File: config.mk
export PLATFORM = sky130hd
export DESIGN_NAME = hold_wake_injector
export DESIGN_NICKNAME = d
export VERILOG_FILES = /design/src/rtl/hwi_pkg.sv /design/src/rtl/hold_ring.sv /design/src/rtl/hold_delay.sv /design/src/rtl/wake_timer.sv /design/src/rtl/hold_wake_injector.sv
export SDC_FILE = /design/constraint.sdc
export NUM_CORES = 1
export LEC_CHECK = 0
export BUFFER_PORTS_ARGS = -buffer_cell sky130_fd_sc_hd__buf_4
export CAP_MARGIN = 40
export CORE_UTILIZATION = 30
export DETAILED_ROUTE_END_ITERATION = 10
export GPL_ROUTABILITY_DRIVEN = 1
export PLACE_DENSITY = 0.51
export SLEW_MARGIN = 40
export SYNTH_ARGS = -nofsm -noshare
export SYNTH_HDL_FRONTEND = slang
export SYNTH_HIERARCHICAL = 1
export SYNTH_SLANG_ARGS = --single-unit
File: constraint.sdc
create_clock -name clk_i -period 2.6 [get_ports clk_i]
set_clock_uncertainty 0.1 [all_clocks]
set_input_delay 0.26 -clock clk_i [delete_from_list [all_inputs] [get_ports clk_i]]
set_output_delay 0.26 -clock clk_i [all_outputs]
set_load 0.01 [all_outputs]
File: src/rtl/hwi_pkg.sv
package hwi_pkg;
  localparam int unsigned DEF_HOLD_W = 8;
  localparam int unsigned DEF_HOLD_LAT = 2;
  localparam int unsigned DEF_CNT_W = 3;

  typedef enum logic [0:0] {
    TMR_IDLE  = 1'b0,
    TMR_ARMED = 1'b1
  } tmr_state_e;
endpackage

File: src/rtl/hold_ring.sv
module hold_ring #(
  parameter int unsigned W = 8
) (
  input  logic         clk_i,
  input  logic         rst_ni,
  input  logic         step_i,
  input  logic         load_i,
  input  logic [W-1:0] seed_i,
  output logic         tap_o
);
  logic [W-1:0] ring_q;
  logic         skip_q;

  always_ff @(posedge clk_i or negedge rst_ni) begin
    if (!rst_ni) begin
      ring_q <= '0;
      skip_q <= 1'b0;
    end else if (load_i) begin
      ring_q <= seed_i;
      skip_q <= 1'b1;
    end else if (step_i) begin
      if (skip_q) skip_q <= 1'b0;
      else        ring_q <= {ring_q[W-2:0], ring_q[W-1]};
    end
  end

  assign tap_o = ring_q[W-1];

  p_skip_hold_r2: assert property (@(posedge clk_i) disable iff (!rst_ni)
    (skip_q && step_i && !load_i) |=> ($stable(ring_q) && !skip_q));
  p_rotate_keeps_ones_r3: assert property (@(posedge clk_i) disable iff (!rst_ni)
    (!skip_q && step_i && !load_i) |=> ($countones(ring_q) == $countones($past(ring_q))));
  p_idle_ring_r6: assert property (@(posedge clk_i) disable iff (!rst_ni)
    (!step_i && !load_i) |=> $stable(ring_q));
endmodule

File: src/rtl/hold_delay.sv
module hold_delay #(
  parameter int unsigned LAT = 2
) (
  input  logic clk_i,
  input  logic rst_ni,
  input  logic step_i,
  input  logic tap_i,
  input  logic inhibit_i,
  output logic hold_o
);
  logic [LAT-1:0] pipe_q;

  generate
    if (LAT == 1) begin : g_single
      always_ff @(posedge clk_i or negedge rst_ni) begin
        if (!rst_ni)     pipe_q <= '0;
        else if (step_i) pipe_q <= tap_i;
      end
    end else begin : g_chain
      always_ff @(posedge clk_i or negedge rst_ni) begin
        if (!rst_ni)     pipe_q <= '0;
        else if (step_i) pipe_q <= {pipe_q[LAT-2:0], tap_i};
      end
    end
  endgenerate

  assign hold_o = pipe_q[LAT-1] & ~inhibit_i;

  p_inhibit_gate_r5: assert property (@(posedge clk_i) disable iff (!rst_ni)
    inhibit_i |-> !hold_o);
  p_first_stage_r4: assert property (@(posedge clk_i) disable iff (!rst_ni)
    step_i |=> (pipe_q[0] == $past(tap_i)));
  p_idle_pipe_r6: assert property (@(posedge clk_i) disable iff (!rst_ni)
    !step_i |=> $stable(pipe_q));
endmodule

File: src/rtl/wake_timer.sv
module wake_timer
  import hwi_pkg::*;
#(
  parameter int unsigned CNT_W = 3
) (
  input  logic         clk_i,
  input  logic         rst_ni,
  input  logic         step_i,
  input  logic         load_i,
  input  logic [CNT_W:0] cfg_i,
  input  logic         rearm_i,
  output logic         wake_o
);
  localparam logic [CNT_W-1:0] TERM = '1;

  logic [CNT_W:0]   cfg_q;
  logic [CNT_W-1:0] cnt_q;
  tmr_state_e       state_q;
  logic             wake_q;
  logic             fire;

  assign fire = step_i && !load_i && !rearm_i && (state_q == TMR_ARMED) && (cnt_q == TERM);

  always_ff @(posedge clk_i or negedge rst_ni) begin
    if (!rst_ni) begin
      cfg_q   <= '0;
      cnt_q   <= '0;
      state_q <= TMR_IDLE;
      wake_q  <= 1'b0;
    end else begin
      wake_q <= fire;
      if (load_i) begin
        cfg_q   <= cfg_i;
        cnt_q   <= cfg_i[CNT_W:1];
        state_q <= cfg_i[0] ? TMR_ARMED : TMR_IDLE;
      end else if (rearm_i) begin
        cnt_q   <= cfg_q[CNT_W:1];
        state_q <= cfg_q[0] ? TMR_ARMED : TMR_IDLE;
      end else if (step_i && state_q == TMR_ARMED) begin
        if (cnt_q == TERM) state_q <= TMR_IDLE;
        else               cnt_q   <= cnt_q + 1'b1;
      end
    end
  end

  assign wake_o = wake_q;

  p_single_pulse_r8: assert property (@(posedge clk_i) disable iff (!rst_ni)
    wake_o |=> !wake_o);
  p_idle_no_wake_r11: assert property (@(posedge clk_i) disable iff (!rst_ni)
    (state_q == TMR_IDLE) |=> !wake_o);
  p_load_first_r12: assert property (@(posedge clk_i) disable iff (!rst_ni)
    load_i |=> !wake_o);
  p_idle_timer_r6: assert property (@(posedge clk_i) disable iff (!rst_ni)
    (!step_i && !load_i && !rearm_i) |=> ($stable(cnt_q) && $stable(state_q)));
endmodule

File: src/rtl/hold_wake_injector.sv
module hold_wake_injector
  import hwi_pkg::*;
#(
  parameter int unsigned HOLD_W   = DEF_HOLD_W,
  parameter int unsigned HOLD_LAT = DEF_HOLD_LAT,
  parameter int unsigned CNT_W    = DEF_CNT_W
) (
  input  logic                  clk_i,
  input  logic                  rst_ni,
  input  logic                  step_i,
  input  logic                  load_i,
  input  logic [2*HOLD_W-1:0]   load_data_i,
  input  logic                  inhibit_i,
  input  logic                  rearm_i,
  output logic                  hold_o,
  output logic                  wake_o
);
  localparam int unsigned WORD_W = 2 * HOLD_W;

  logic tap;

  hold_ring #(.W(HOLD_W)) u_ring (
    .clk_i (clk_i),
    .rst_ni(rst_ni),
    .step_i(step_i),
    .load_i(load_i),
    .seed_i(load_data_i[WORD_W-1:HOLD_W]),
    .tap_o (tap)
  );

  hold_delay #(.LAT(HOLD_LAT)) u_delay (
    .clk_i    (clk_i),
    .rst_ni   (rst_ni),
    .step_i   (step_i),
    .tap_i    (tap),
    .inhibit_i(inhibit_i),
    .hold_o   (hold_o)
  );

  wake_timer #(.CNT_W(CNT_W)) u_timer (
    .clk_i  (clk_i),
    .rst_ni (rst_ni),
    .step_i (step_i),
    .load_i (load_i),
    .cfg_i  (load_data_i[CNT_W:0]),
    .rearm_i(rearm_i),
    .wake_o (wake_o)
  );

  p_rearm_no_wake_r9: assert property (@(posedge clk_i) disable iff (!rst_ni)
    rearm_i |=> !wake_o);
endmodule

==> flow_summary_export.csv <==
group,metric,value,unit
clock_tree,cts_root_buf,"clkbuf_4",
timing,period_needed,1.74,ns
floorplanning,initial_core_util,32.1,%
pwr,p_sw,174,uW
clock_tree,cts_tree,"yes",
worst_setup_path,r2r_end,"u_timer/cnt_q[0]",
global_routing,grt_pass1_wl,3350,um
floorplanning,coreArea,3100,um2
route,drc,0,
worst_setup_path,crit_type,"flop to flop",
yosys,syn_area,996,um2
pwr,power_frac_seq,48.8,%
final_layout,final_cell_mix,"20 x dfrtp_1, 19 x buf_4, 9 x nor4bb_1",
final_layout,drive_gt1_share,27.5,%
placed_design,place_ws,0.872,ns
worst_setup_path,arrival,1.86,ns
clock_tree,ctsResizeCount,0,
floorplanning,num_rows,20,
worst_setup_path,critPathCaptureType,"flop",
global_routing,gr-total-overflow,0,
outcome,status,"finished clean",
pwr,power_density,603,nW/um2
clock_tree,cts_setup_buffers,0,
pwr,pwr-share-comb,15.8,%
worst_setup_path,crit_path_end,"u_timer/cnt_q[0]",
route,wl_per_cell,13.0,um
route,drt_iter0_drc,27,
floorplanning,die_y,59.6,um
timing,rsz0062_at_grt,"false",
final_layout,final_common_cell,"dfrtp_1",
worst_setup_path,reg2reg_from,"u_timer/cnt_q[0]",
timing,tightest_slew,0.362,ns
yosys,syn_inst,82,
timing,maxSlewViolCount,0,
yosys,ys.flop_type,"dfrtp_1",
global_routing,grt.total_usage,13.1,%
yosys,syn-num-nets,106,
yosys,synth_warnings,6,
route,vias,727,
timing,finalSetupViolations,0,
yosys,avgSynthCellArea,12.1,um2
timing,maxSlewHeadroom,75.9,%
timing,fmax,0.575,GHz
clock_tree,clock-sinks,20,
final_layout,multi_input_area,462,um2
worst_setup_path,start_kind,"flop",
final_layout,num_antenna_cells,0,
global_routing,grt_pass1_vias,705,
pwr,swShare,23.4,%
global_routing,grt_max_degree,41,
timing,timing_hold_violations_final,0,
yosys,synth.largest_area_cell,"dfrtp_1",
clock_tree,ctsHtreeMaxLevel,1,
floorplanning,io_pins,24,
yosys,ys_seq_area_share,50.3,%
floorplanning,fp.dieW,59.6,um
yosys,synth_cell_types,24,
worst_setup_path,setup.worst_path.start,"u_timer/cnt_q[0]",
timing,fin_setup_tns,0,ns
route,routed_wl,1910,um
yosys,async_reset_ff_share,100,%
yosys,synth_edf_count,0,
pwr,clockPowerShare,35.4,%
yosys,ys_ff_latch,20,
worst_hold_path,hold_path_class,"primary input to flop",
final_layout,fillerInstances,325,
placed_design,port_buffers,19,
global_routing,antenna_found_initial,0,
route,vias_per_cell,4.98,
final_layout,layout-area-overhead-vs-synth,23.5,%
run,max_cap_violations,0,
clock_tree,clock_latency,0.32,ns
timing,setup_ws,0.860,ns
worst_setup_path,r2r_setup_slack,0.86,ns
pwr,p_leak,0.000576,uW
pwr,ir_worst_vdd,0.244,mV
worst_setup_path,worstPathRequired,2.72,ns
route,drt-pass1-iter-count,3,
route,postRouteAntennaNets,0,
clock_tree,cts_hold_buf,1,
final_layout,final_nets,127,
clock_tree,cts_buffer_depth,2,
clock_tree,cts_buffers,3,
yosys,yosysTopAreaCellShare,50.3,%
clock_tree,clk_pin_slew_worst_paths,0.14,ns
floorplanning,fp.dieArea,3550,um2
final_layout,regArea,500,um2
placed_design,dp.final_hpwl,1210,um
timing,min_period_over_period,66.9,%
worst_setup_path,cp_max_fo,4,
placed_design,place_congestion,0.696,
worst_setup_path,reg2reg_depth,5,
pwr,internal_power,568,uW
yosys,synthTopCellsByArea,"dfrtp_1 50%, nor4bb_1 9.0%, a221o_1 8.0%",
==> cells in the mapped netlist, types with 2 or more instances <==
cell	number
nand2_1	4
nor4bb_1	9
mux2_2	4
a21o_1	2
nor2_1	2
o21ai_0	2
o31ai_1	2
buf_2	3
ha_1	2
mux2i_1	2
dfrtp_1	20
nor2b_1	8
inv_1	2
a21oi_1	2
a221o_1	8
and2b_1	2
==> cells by family after synthesis <==
family	share of synthesized area [%]
buffers and inverters	3.39
AOI/OAI and AO/OA	13.8
DFF	50.3
muxes	6.53
and+or+nand+nor	23.5
adders and majority gates	2.51
==> per-layer routing <==
layer	part of all wire [%]	vias to the layer above	GRT usage [%]
li1	-	353	-
met1	48	349	17.8
met2	44	20	18.9
met3	7.4	5	5.68
met4	1.0	0	3.99
met5	0	-	0
==> registers in the layout, indices dropped and copies added, names as in the netlist <==
register / flops
u_ring/ring_q: 8
u_timer/state_q: 1
u_timer/cfg_q: 4
u_ring/skip_q: 1
u_timer/cnt_q: 3
u_delay/pipe_q: 2
u_timer/wake_o: 1
==> per-stage QoR <==
stage | util (%) | area [um2] | cells | hold slack (ns) | power [uW]
floorplan | - | 996 | 82 | -0.136 | 438
global route | 39.6 | 1230 | 146 | 0.0298 | 789
detailed placement | 37.6 | 1170 | 141 | 0.0633 | 486
finish | 39.6 | 1230 | 146 | 0.0420 | 742
CTS | 39.6 | 1230 | 146 | 0.0385 | 752
global placement | 37.6 | 1170 | 141 | 0.0610 | 484
==> power by group through the flow <==
stage,clock network (uW),registers [uW],logic [uW]
after global routing,287,368,134
after global placement,0,368,116
after floorplan,0,363,75.4
after detailed placement,0,368,118
after CTS,270,363,120
final,262,362,117
==> cell type report <==
type | instances | area share [%]
Clock buffer | 3 | 1.83
Inverter | 2 | 0.610
Sequential cell | 20 | 40.7
Timing Repair Buffer | 20 | 12.4
Multi-Input combinational cell | 56 | 37.5
Clock inverter | 1 | 2.44
Tap cell | 44 | 4.48
==> how the worst min path moves through the flow <==
stage,slack [ns],startpoint,depth (start not counted),to
floorplan,-0.14,rst_ni,0,u_delay/pipe_q[0]
global placement,0.06,rst_ni,1,u_ring/ring_q[1]
detailed placement,0.06,rst_ni,1,u_ring/ring_q[1]
CTS,0.04,load_data_i[2],2,u_timer/cfg_q[2]
global route,0.03,load_data_i[1],3,u_timer/cfg_q[1]
finish,0.04,load_data_i[2],2,u_timer/cfg_q[2]
==> worst max-delay path, cell delays in order (launching register included) <==
cell and delay (ns):
dfrtp_1 0.42, ha_1 0.20, ha_1 0.21, nand3b_4 0.18, nor4bb_1 0.15, or3_1 0.38
No activity file was read; power rests on OpenSTA's default activity.
